## src/rtl/sgpio_chain_pkg.sv

```systemverilog
package sgpio_chain_pkg;
  typedef enum logic [1:0] {CH_IDLE, CH_SHIFT, CH_LOAD, CH_GAP} chain_state_e;

  localparam int CFG_AUTO_BIT     = 2;
  localparam int CFG_SINGLE_BIT   = 3;
  localparam int CFG_GAP_LSB      = 8;
  localparam int SRC_LSB          = 12;
  localparam int SRC_BITS_PER_PIN = 3;

  localparam int REG_CFG     = 0;
  localparam int REG_DIV     = 1;
  localparam int REG_MASK    = 2;
  localparam int REG_IN_BASE = 4;
endpackage

```

## src/rtl/sgpio_chain_regs.sv

```systemverilog
module sgpio_chain_regs
  import sgpio_chain_pkg::*;
#(
  parameter int NPORTS  = 32,
  parameter int MAXBITS = 4,
  parameter int DIV_W   = 12,
  parameter int GAP_W   = 8,
  parameter int AW      = 6,
  parameter int BW      = 2
) (
  input  logic                             clk,
  input  logic                             rst_n,
  input  logic                             wr_en,
  input  logic [AW-1:0]                    addr,
  input  logic [31:0]                      wdata,
  output logic [31:0]                      rdata,
  input  logic                             commit,
  input  logic                             hw_clear,
  input  logic [MAXBITS-1:0][NPORTS-1:0]   shadow,
  output logic [BW-1:0]                    wm1,
  output logic                             auto_rep,
  output logic                             single,
  output logic [GAP_W-1:0]                 gap,
  output logic [DIV_W-1:0]                 div,
  output logic [NPORTS-1:0]                mask,
  output logic [NPORTS-1:0][MAXBITS-1:0]   out_lvl
);
  localparam int SRCW = SRC_BITS_PER_PIN * MAXBITS;

  logic [SRCW-1:0]                 src [NPORTS];
  logic [MAXBITS-1:0][NPORTS-1:0]  in_words;
  logic                            wr_cfg, wr_div, wr_mask;

  assign wr_cfg  = wr_en && (addr == AW'(REG_CFG));
  assign wr_div  = wr_en && (addr == AW'(REG_DIV));
  assign wr_mask = wr_en && (addr == AW'(REG_MASK));

  // Software write wins over the hardware single-shot clear.
  always_ff @(posedge clk or negedge rst_n) begin
    if (!rst_n) begin
      wm1      <= '0;
      auto_rep <= 1'b0;
      single   <= 1'b0;
      gap      <= '0;
      div      <= '0;
      mask     <= '0;
      in_words <= '0;
    end else begin
      if (wr_cfg) begin
        wm1      <= wdata[BW-1:0];
        auto_rep <= wdata[CFG_AUTO_BIT];
        single   <= wdata[CFG_SINGLE_BIT];
        gap      <= wdata[CFG_GAP_LSB +: GAP_W];
      end else if (hw_clear) begin
        single <= 1'b0;
      end
      if (wr_div)  div  <= wdata[DIV_W-1:0];
      if (wr_mask) mask <= wdata[NPORTS-1:0];
      if (commit)  in_words <= shadow;
    end
  end

  for (genvar gp = 0; gp < NPORTS; gp++) begin : g_port
    always_ff @(posedge clk or negedge rst_n) begin
      if (!rst_n)
        src[gp] <= '0;
      else if (wr_en && (addr == AW'(NPORTS + gp)))
        src[gp] <= wdata[SRC_LSB +: SRCW];
    end
    for (genvar gb = 0; gb < MAXBITS; gb++) begin : g_bit
      assign out_lvl[gp][gb] = src[gp][SRC_BITS_PER_PIN*gb];
    end
  end

  always_comb begin
    rdata = '0;
    if (addr == AW'(REG_CFG)) begin
      rdata[BW-1:0]                = wm1;
      rdata[CFG_AUTO_BIT]          = auto_rep;
      rdata[CFG_SINGLE_BIT]        = single;
      rdata[CFG_GAP_LSB +: GAP_W]  = gap;
    end
    if (addr == AW'(REG_DIV))  rdata[DIV_W-1:0]  = div;
    if (addr == AW'(REG_MASK)) rdata[NPORTS-1:0] = mask;
    for (int b = 0; b < MAXBITS; b++)
      if (addr == AW'(REG_IN_BASE + b)) rdata[NPORTS-1:0] = in_words[b];
    for (int p = 0; p < NPORTS; p++)
      if (addr == AW'(NPORTS + p)) rdata[SRC_LSB +: SRCW] = src[p];
  end

  assert_snapshot_only_at_commit_R6: assert property (@(posedge clk) disable iff (!rst_n)
    (in_words != $past(in_words)) |-> $past(commit))
    else $error("input words changed outside a burst commit");

  assert_single_clear_rule_R8: assert property (@(posedge clk) disable iff (!rst_n)
    $fell(single) |-> (!$past(auto_rep) || $past(wr_cfg)))
    else $error("single-shot cleared while auto-repeat set");
endmodule

```

## src/rtl/sgpio_chain_clkgen.sv

```systemverilog
module sgpio_chain_clkgen #(
  parameter int DIV_W = 12
) (
  input  logic             clk,
  input  logic             rst_n,
  input  logic [DIV_W-1:0] div,
  output logic             fall_ev,
  output logic             rise_ev
);
  logic [DIV_W-1:0] cnt, eff;

  assign eff = (div < DIV_W'(2)) ? DIV_W'(2) : div;

  always_ff @(posedge clk or negedge rst_n) begin
    if (!rst_n)                 cnt <= '0;
    else if (cnt >= eff - 1'b1) cnt <= '0;
    else                        cnt <= cnt + 1'b1;
  end

  assign fall_ev = (cnt == '0);
  assign rise_ev = (cnt == (eff >> 1));
endmodule

```

## src/rtl/sgpio_chain_shifter.sv

```systemverilog
module sgpio_chain_shifter
  import sgpio_chain_pkg::*;
#(
  parameter int NPORTS  = 32,
  parameter int MAXBITS = 4,
  parameter int GAP_W   = 8,
  parameter int BW      = 2,
  parameter int PW      = 5
) (
  input  logic                            clk,
  input  logic                            rst_n,
  input  logic                            fall_ev,
  input  logic                            rise_ev,
  input  logic [BW-1:0]                   wm1,
  input  logic                            auto_rep,
  input  logic                            single,
  input  logic [GAP_W-1:0]                gap,
  input  logic [NPORTS-1:0]               mask,
  input  logic [NPORTS-1:0][MAXBITS-1:0]  out_lvl,
  input  logic                            sdin,
  output logic                            sclk,
  output logic                            sdout,
  output logic                            sload,
  output logic                            commit,
  output logic                            hw_clear,
  output logic [MAXBITS-1:0][NPORTS-1:0]  shadow
);
  chain_state_e     st;
  logic [PW-1:0]    p;
  logic [BW-1:0]    b;
  logic             last;
  logic [GAP_W-1:0] gcnt;
  logic [PW:0]      first_hit, after_hit;

  // Lowest enabled port above 'from' (or any when from_start); MSB = found.
  function automatic logic [PW:0] next_port(input logic [NPORTS-1:0] m,
                                            input logic [PW-1:0] from,
                                            input logic from_start);
    logic [PW:0] r;
    r = '0;
    for (int i = NPORTS - 1; i >= 0; i--)
      if (m[i] && (from_start || i > int'(from))) r = {1'b1, PW'(i)};
    return r;
  endfunction

  assign first_hit = next_port(mask, '0, 1'b1);
  assign after_hit = next_port(mask, p, 1'b0);

  always_ff @(posedge clk or negedge rst_n) begin
    if (!rst_n) begin
      st     <= CH_IDLE;
      sclk   <= 1'b1;
      sdout  <= 1'b0;
      sload  <= 1'b0;
      p      <= '0;
      b      <= '0;
      last   <= 1'b0;
      gcnt   <= '0;
      shadow <= '0;
    end else begin
      case (st)
        CH_IDLE, CH_GAP: if (fall_ev) begin
          if (st == CH_GAP && gcnt != gap) begin
            gcnt <= gcnt + 1'b1;
          end else if (auto_rep || single) begin
            if (first_hit[PW]) begin
              p     <= first_hit[PW-1:0];
              b     <= '0;
              last  <= 1'b0;
              sdout <= out_lvl[first_hit[PW-1:0]][0];
              sclk  <= 1'b0;
              st    <= CH_SHIFT;
            end else begin
              sload <= 1'b1;
              st    <= CH_LOAD;
            end
          end else begin
            st <= CH_IDLE;
          end
        end
        CH_SHIFT: begin
          if (rise_ev) begin
            sclk         <= 1'b1;
            shadow[b][p] <= sdin;
            if (b >= wm1) begin
              if (after_hit[PW]) begin
                p <= after_hit[PW-1:0];
                b <= '0;
              end else begin
                last <= 1'b1;
              end
            end else begin
              b <= b + 1'b1;
            end
          end
          if (fall_ev) begin
            if (last) begin
              sload <= 1'b1;
              st    <= CH_LOAD;
            end else begin
              sdout <= out_lvl[p][b];
              sclk  <= 1'b0;
            end
          end
        end
        CH_LOAD: if (fall_ev) begin
          sload <= 1'b0;
          gcnt  <= '0;
          st    <= CH_GAP;
        end
        default: st <= CH_IDLE;
      endcase
    end
  end

  assign commit   = (st == CH_LOAD) && fall_ev;
  assign hw_clear = commit && !auto_rep;

  assert_load_clk_high_R5: assert property (@(posedge clk) disable iff (!rst_n)
    sload |-> sclk)
    else $error("serial clock low during load strobe");

  assert_data_stable_at_rise_R4: assert property (@(posedge clk) disable iff (!rst_n)
    $rose(sclk) |-> $stable(sdout))
    else $error("serial data moved on rising serial clock");
endmodule

```

## src/rtl/serial_io_chain.sv

```systemverilog
module serial_io_chain
  import sgpio_chain_pkg::*;
#(
  parameter int NPORTS  = 32,
  parameter int MAXBITS = 4,
  parameter int DIV_W   = 12,
  parameter int GAP_W   = 8,
  localparam int AW     = $clog2(2 * NPORTS)
) (
  input  logic          clk,
  input  logic          rst_n,
  input  logic          reg_wr,
  input  logic [AW-1:0] reg_addr,
  input  logic [31:0]   reg_wdata,
  output logic [31:0]   reg_rdata,
  output logic          ser_clk,
  output logic          ser_dout,
  output logic          ser_load,
  input  logic          ser_din
);
  localparam int BW = (MAXBITS > 1) ? $clog2(MAXBITS) : 1;
  localparam int PW = $clog2(NPORTS);

  logic [BW-1:0]                   wm1;
  logic                            auto_rep, single, commit, hw_clear;
  logic                            fall_ev, rise_ev;
  logic [GAP_W-1:0]                gap;
  logic [DIV_W-1:0]                div;
  logic [NPORTS-1:0]               mask;
  logic [NPORTS-1:0][MAXBITS-1:0]  out_lvl;
  logic [MAXBITS-1:0][NPORTS-1:0]  shadow;

  sgpio_chain_regs #(
    .NPORTS(NPORTS), .MAXBITS(MAXBITS), .DIV_W(DIV_W), .GAP_W(GAP_W), .AW(AW), .BW(BW)
  ) u_regs (
    .clk(clk), .rst_n(rst_n), .wr_en(reg_wr), .addr(reg_addr), .wdata(reg_wdata),
    .rdata(reg_rdata), .commit(commit), .hw_clear(hw_clear), .shadow(shadow),
    .wm1(wm1), .auto_rep(auto_rep), .single(single), .gap(gap), .div(div),
    .mask(mask), .out_lvl(out_lvl)
  );

  sgpio_chain_clkgen #(.DIV_W(DIV_W)) u_clkgen (
    .clk(clk), .rst_n(rst_n), .div(div), .fall_ev(fall_ev), .rise_ev(rise_ev)
  );

  sgpio_chain_shifter #(
    .NPORTS(NPORTS), .MAXBITS(MAXBITS), .GAP_W(GAP_W), .BW(BW), .PW(PW)
  ) u_shifter (
    .clk(clk), .rst_n(rst_n), .fall_ev(fall_ev), .rise_ev(rise_ev), .wm1(wm1),
    .auto_rep(auto_rep), .single(single), .gap(gap), .mask(mask), .out_lvl(out_lvl),
    .sdin(ser_din), .sclk(ser_clk), .sdout(ser_dout), .sload(ser_load),
    .commit(commit), .hw_clear(hw_clear), .shadow(shadow)
  );
endmodule

```

## config.mk

```make
export PLATFORM = sky130hd
export DESIGN_NAME = serial_io_chain
export DESIGN_NICKNAME = d
export VERILOG_FILES = /design/src/rtl/sgpio_chain_pkg.sv /design/src/rtl/sgpio_chain_regs.sv /design/src/rtl/sgpio_chain_clkgen.sv /design/src/rtl/sgpio_chain_shifter.sv /design/src/rtl/serial_io_chain.sv
export SDC_FILE = /design/constraint.sdc
export NUM_CORES = 1
export LEC_CHECK = 0
export BUFFER_PORTS_ARGS = -buffer_cell sky130_fd_sc_hd__buf_4
export CAP_MARGIN = 20
export CORE_ASPECT_RATIO = 1.75
export CORE_MARGIN = 1
export CORE_UTILIZATION = 30
export DETAILED_ROUTE_END_ITERATION = 12
export PLACE_DENSITY = 0.52
export SYNTH_ARGS = -nofsm -noshare
export SYNTH_HDL_FRONTEND = slang
export SYNTH_SLANG_ARGS = --single-unit
```

## constraint.sdc

```tcl
create_clock -name clk -period 3.3 [get_ports clk]
set_input_delay 0.33 -clock clk [delete_from_list [all_inputs] [get_ports clk]]
set_output_delay 0.33 -clock clk [all_outputs]
set_load 0.03 [all_outputs]
```

Word-level counts from Yosys, hierarchy flattened
Index checks and enable logic that the tools add are counted.

Register bits: 729. Bits of input ports: 42. Latch bits: 0. Memories: 0. RAM bits: 0. Logic and storage cells: 418. Output and inout bits: 35. Bits in read-only memories: 0.

Order comparisons: 39. Mux-type cells: 173. Shift operators: 0. Reduce and logical (&&, ||, !) cells: 89. Bitwise logic cells: 0. Divide/modulo/power cells: 0. Multiply operators: 0. $add $sub $neg: 4. Equality and inequality tests: 58.

Operators by type and width (count): two-way mux 12 bit (35); two-way mux 6 bit (63); == test 6 bit (second input constant) (32); two-way mux 32 bit (6); bitwise mux 128 bit (1); > comparator 5 bit (first input constant) (16); logical AND 1 bit (71); demux 32 bit (select 2 bit) (1); binary-select mux 4 bit (select 5 bit) (2); > comparator 4 x 5 -> 1 bit (first input constant) (8); two-way mux 5 bit (7); two-way mux 8 bit (4); two-way mux 1 bit (28); two-way mux 2 bit (14); == test 6 x 3 -> 1 bit (second input constant) (4); AND reduction 7 bit (3); > comparator 3 x 5 -> 1 bit (first input constant) (4); inequality test 2 x 1 -> 1 bit (second input constant) (9); case mux 8 bit (2 select lines) (1); AND reduction 8 bit (2); adder 12 x 1 -> 12 bit (second input constant) (1); == test 12 x 11 -> 1 bit (1); greater-or-equal comparator 12 bit (1); logical NOT 12 bit (1); other kinds (35) (48).

Depth between registers and ports, before layout
Word-level depth: 40. Mapped depth: 15. Gate-level depth less buffers: 13.

Hierarchy
From an unflattened synthesis, not the netlist that was laid out.

Cells, all modules: 3390. Area, all modules: 38883.5 µm².

Modules (own cells, without submodules): sgpio_chain_regs (instances 1, area an instance 28409.7 µm², cells an instance 2350, sequential area each 14213.6 µm²); sgpio_chain_shifter (instances 1, area an instance 9235.1 µm², cells an instance 905, sequential area each 3729.8 µm²); sgpio_chain_clkgen (instances 1, area an instance 1238.7 µm², cells an instance 135, sequential area each 300.3 µm²).

Worst setup path before layout
OpenSTA, ideal clock, no wires.

Path kind: reg-to-reg. From: reg u_regs.div[5]. To: reg u_clkgen.cnt[0]. Data required time: 3221 ps. Path slack: -345 ps. Stages on the path, launching flop included: 16. Arrival: 3566 ps. Clock period less this slack: 3645 ps. Setup time: 79 ps. Path buffers: 2. Cell sequence: dfrtp_1 buf_6 or4_4 or4_4 o21ai_0 ha_1 nand2_1 nor3_1 xnor2_1 ha_1 a21o_1 a21o_1 a31oi_1 nor2_1 clkbuf_1 a21oi_1.

Cells in the longest elaborated chain, start to end: 5.

Ends and longest elaborated chain: start: declaration (line sgpio_chain_regs.sv:24) `output logic [DIV_W-1:0] div,`; start signal: assignment (line sgpio_chain_regs.sv:57) `if (wr_div) div <= wdata[DIV_W-1:0];`; less-than comparator 12 x 2 -> 1 bit (line sgpio_chain_clkgen.sv:12) `assign eff = (div < DIV_W'(2)) ? DIV_W'(2) : div;`; two-way mux 12 bit (*) (line sgpio_chain_clkgen.sv:12); subtractor 12 x 1 -> 12 bit (*) (line sgpio_chain_clkgen.sv:16) `else if (cnt >= eff - 1'b1) cnt <= '0;`; greater-or-equal comparator 12 bit (*) (line sgpio_chain_clkgen.sv:16); two-way mux 12 bit (*) (line sgpio_chain_clkgen.sv:16); end signal: assignment (line sgpio_chain_clkgen.sv:17) `else cnt <= cnt + 1'b1;`; end: declaration (line sgpio_chain_clkgen.sv:10) `logic [DIV_W-1:0] cnt, eff;`.

Mark *: on every way between the ends. The rest lies on a longest branch, timed or not. A chain may end at the register's enable or synchronous reset.

Worst setup path after layout
From: reg u_regs.src[286] (netlist bit). To: out reg_rdata[22].

Cells in the longest elaborated chain, start to end: 24.

Ends and longest elaborated chain: start: declaration (line sgpio_chain_regs.sv:30) `logic [SRCW-1:0] src [NPORTS];`; start signal: indexed assignment (line sgpio_chain_regs.sv:68) `src[gp] <= wdata[SRC_LSB +: SRCW];`; two-way mux 12 bit (24 in a row) (line sgpio_chain_regs.sv:88) `if (addr == AW'(NPORTS + p)) rdata[SRC_LSB +: SRCW] = src[p];`; end: declaration (line serial_io_chain.sv:15) `output logic [31:0] reg_rdata,`.

No other way between the ends.

==> results.cfg <==
[yosys]
synth_compound_area_frac = 0.112
synthesis.nets = 3277
seq_area_frac_synth = 0.490
ys_warn_count = 0
synth_xor_area_frac = 0.0108
ys.flop_type = dfrtp_1
ys_types = 86
syn_area_um2 = 37300
synth_top_family_by_area = multiplexers
async_flop_share = 1.00
syn_area_per_cell_um2 = 11.6
synth-adder-area-share = 0.00840
synth_edf_count = 0
yosys.area_share.simple = 0.0864
synth_cells = 3210
ys_ff_latch = 729
synth_mux_area_frac = 0.261

[layout]
final_common_cell = dfrtp_1
n_fill_cell = 12309
layout_common_cells = dfrtp_1 (723), mux2_2 (694), buf_4 (413)
fin_util = 0.370
stdcell_count = 5201
fin_nets = 3575
drive_gt1_frac = 0.403
area_delta_synth_final_pct = 22.0

[outcome]
status = finished, violations left
violations = negative setup slack

[global_route]
grt_pass1_vias = 30162
grt_max_degree = 136
grt_usage = 0.225
grt_pass1_wl_mm = 207
grt_antenna_before_repair = 5
grt-ovfl-total = 0

[critical_path]
required_ns = 2.97
timing.rr.start = u_regs.div[5]
startpoint_type = flip-flop
cp-end-kind = output pin
r2r_end = u_clkgen.cnt[0]
path_max_fanout = 2
critPathKind = flip-flop to output pin
cp.arrival_ns = 3.14
r2r_cells = 14
reg2reg_slack_ns = -0.09

[die]
rows = 170
start_util = 0.303
core_region_area_um2 = 123000
die_w_um = 268
die-height_um = 468
dieArea_um2 = 126000
pin_count = 77

[placement]
dp_cells = 5037
gp_congestion = 0.918
portBuffers = 76
hpwl_mm = 103

[clock_network]
h-tree-depth = 3
cts_buffers = 74
root_buffer = clkbuf_16
clk_path_buf_depth = 3
cts.clk_slew.worst_paths_ns = 0.06
insertion_delay_ns = 0.71
cts_tree = built
clkSinkCount = 729

[timing]
clock.fmax_ghz = 0.288
setup_ws_ns = -0.170
max_slew_margin = 0.326
worst-slew-pin-transition_ns = 1.00
finalCritPeriodShare = 1.05
rsz0062_at_grt = true
setup_viol = 13
hold_violations = 0
maxSlewViolCount = 0
fin_worst_skew_ns = 0.0439
finalCriticalPeriod_ns = 3.47

[detailed_routing]
ant_nets = 0
num_vias = 28387
drt_wl_total_mm = 140
dr.pass1.iters = 5
avgViaCountPerCell = 5.46
detail_route.iter0.violations = 1747
remaining_drc_errors = 0
wl_per_cell_um = 26.9

[flow_run]
maxCapViolCount = 0

[pwr]
p_leak_uw = 0.0209
finalPower_uw = 27100
irDropWorstVdd_mv = 0.444
power_density_nw_per_um2 = 597

[worst_hold_path]
hold_start = reg_wdata[12]
hp-class = input port to flip-flop
whs_endpoint = u_regs.out_lvl[100]
hold_depth = 3
synth_stat cells (21+ instances only):
library cell / count / share of area
a21oi_1: 129 / 0.017
a22oi_1: 52 / 0.010
a31oi_1: 33 / 0.0055
and3_1: 25 / 0.0042
buf_1: 38 / 0.0038
buf_2: 21 / 0.0028
clkbuf_1: 187 / 0.019
dfrtp_1: 728 / 0.49
ha_1: 25 / 0.0084
inv_1: 26 / 0.0026
mux2_1: 25 / 0.0076
mux2_2: 694 / 0.21
mux2i_1: 51 / 0.014
mux4_2: 45 / 0.027
nand2_1: 170 / 0.017
nand3_1: 73 / 0.0098
nor2_1: 248 / 0.025
nor2b_1: 24 / 0.0040
nor3_1: 35 / 0.0047
o211ai_1: 21 / 0.0042
o21ai_0: 124 / 0.017
o22ai_1: 50 / 0.0084
xor2_1: 29 / 0.0068
metrics by stage:
stage	TNS, ns	area [um2]	hold slack [ns]	setup slack, ns
final	-0.981	45400	0.0879	-0.170
after global routing	-3.48	45400	0.104	-0.293
after CTS	-1.22	45300	0.0345	-0.204
after detailed placement	-4.23	42200	0.243	-0.382
after global placement	-4.50	42200	0.238	-0.418
after floorplan	-0.564	37400	0.0344	-0.0664
cell type report:
| cell class | instances | area (um2) | area share |
|---|---|---|---|
| diodes | 2 | 5.00 | 0.000110 |
| clock buffers | 98 | 2070 | 0.0456 |
| clock inverters | 35 | 541 | 0.0119 |
| inverters | 31 | 116 | 0.00256 |
| multi-input cells | 2195 | 18300 | 0.403 |
| flip-flops and latches | 729 | 18300 | 0.402 |
| well taps | 1634 | 2040 | 0.0450 |
| repair buffers | 477 | 4100 | 0.0901 |
worst max path at each step:
stage	end	slack [ns]	from
detailed placement	reg_rdata[18]	-0.38	reg_addr[5]
finish	reg_rdata[22]	-0.17	u_regs.src[286]
global route	u_clkgen.cnt[0]	-0.29	u_regs.div[5]
CTS	reg_rdata[22]	-0.20	u_regs.src[286]
global placement	reg_rdata[18]	-0.42	reg_addr[5]
floorplan	u_clkgen.cnt[0]	-0.07	u_regs.div[3]
power breakdown:
group | internal, uW | leakage (uW) | total [uW] | switching (uW)
registers | 9880 | 0.00982 | 10800 | 920
clock network | 5210 | 0.00127 | 9180 | 3970
logic | 3130 | 0.00986 | 7170 | 4040
total | 18200 | 0.0209 | 27100 | 8930
metal layers:
layer | vias to the layer above | global-route usage | wire (um)
met2 | 813 | 0.407 | 73400
met4 | 0 | 0.144 | 9920
met3 | 355 | 0.0324 | 5400
met1 | 14798 | 0.242 | 51200
li1 | 12421 | - | -
met5 | - | 0 | 0
worst max-delay path: stages, from the launching register on:
cell	delay, ns
dfrtp_1	0.41
or2_4	0.24
a32o_2	0.24
a221oi_2	0.18
nand4_1	0.23
a211oi_2	0.41
buf_4	0.19
o22ai_4	0.08
a31oi_1	0.16
o21ai_1	0.12
buf_4	0.20
logic make-up (layout without fill, tap and decap cells):
logic type	count (synthesis)	in the layout
other	0	2
muxes	823	823
and+or+nand+nor	681	681
xor gates and xnor gates	44	44
DFF	729	729
buffers and inverters	286	641
adders and majority gates	25	25
AOI/OAI and AO/OA	622	622
registers in the layout, indices dropped and copies added, names as in the netlist, 2 cells and up:
signal            flops
u_shifter.b           2
u_regs.div           12
u_shifter.p           5
u_regs.out_lvl      128
u_regs.wm1            2
u_regs.mask          32
u_regs.in_words     128
u_regs.src          256
u_shifter.shadow    128
u_shifter.st          2
u_regs.gap            8
u_clkgen.cnt         12
u_shifter.gcnt        8
timing repair:
item | CTS | global route
hold endpoints to repair | 266 | 0
endpoints found under the setup margin | 25 | 24
buffers inserted | 4 | 4
pin swaps | 24 | 20
resized for setup | 59 | 27
hold buffers | 21 | 0
Note: power is estimated with default switching activity, not from simulation.
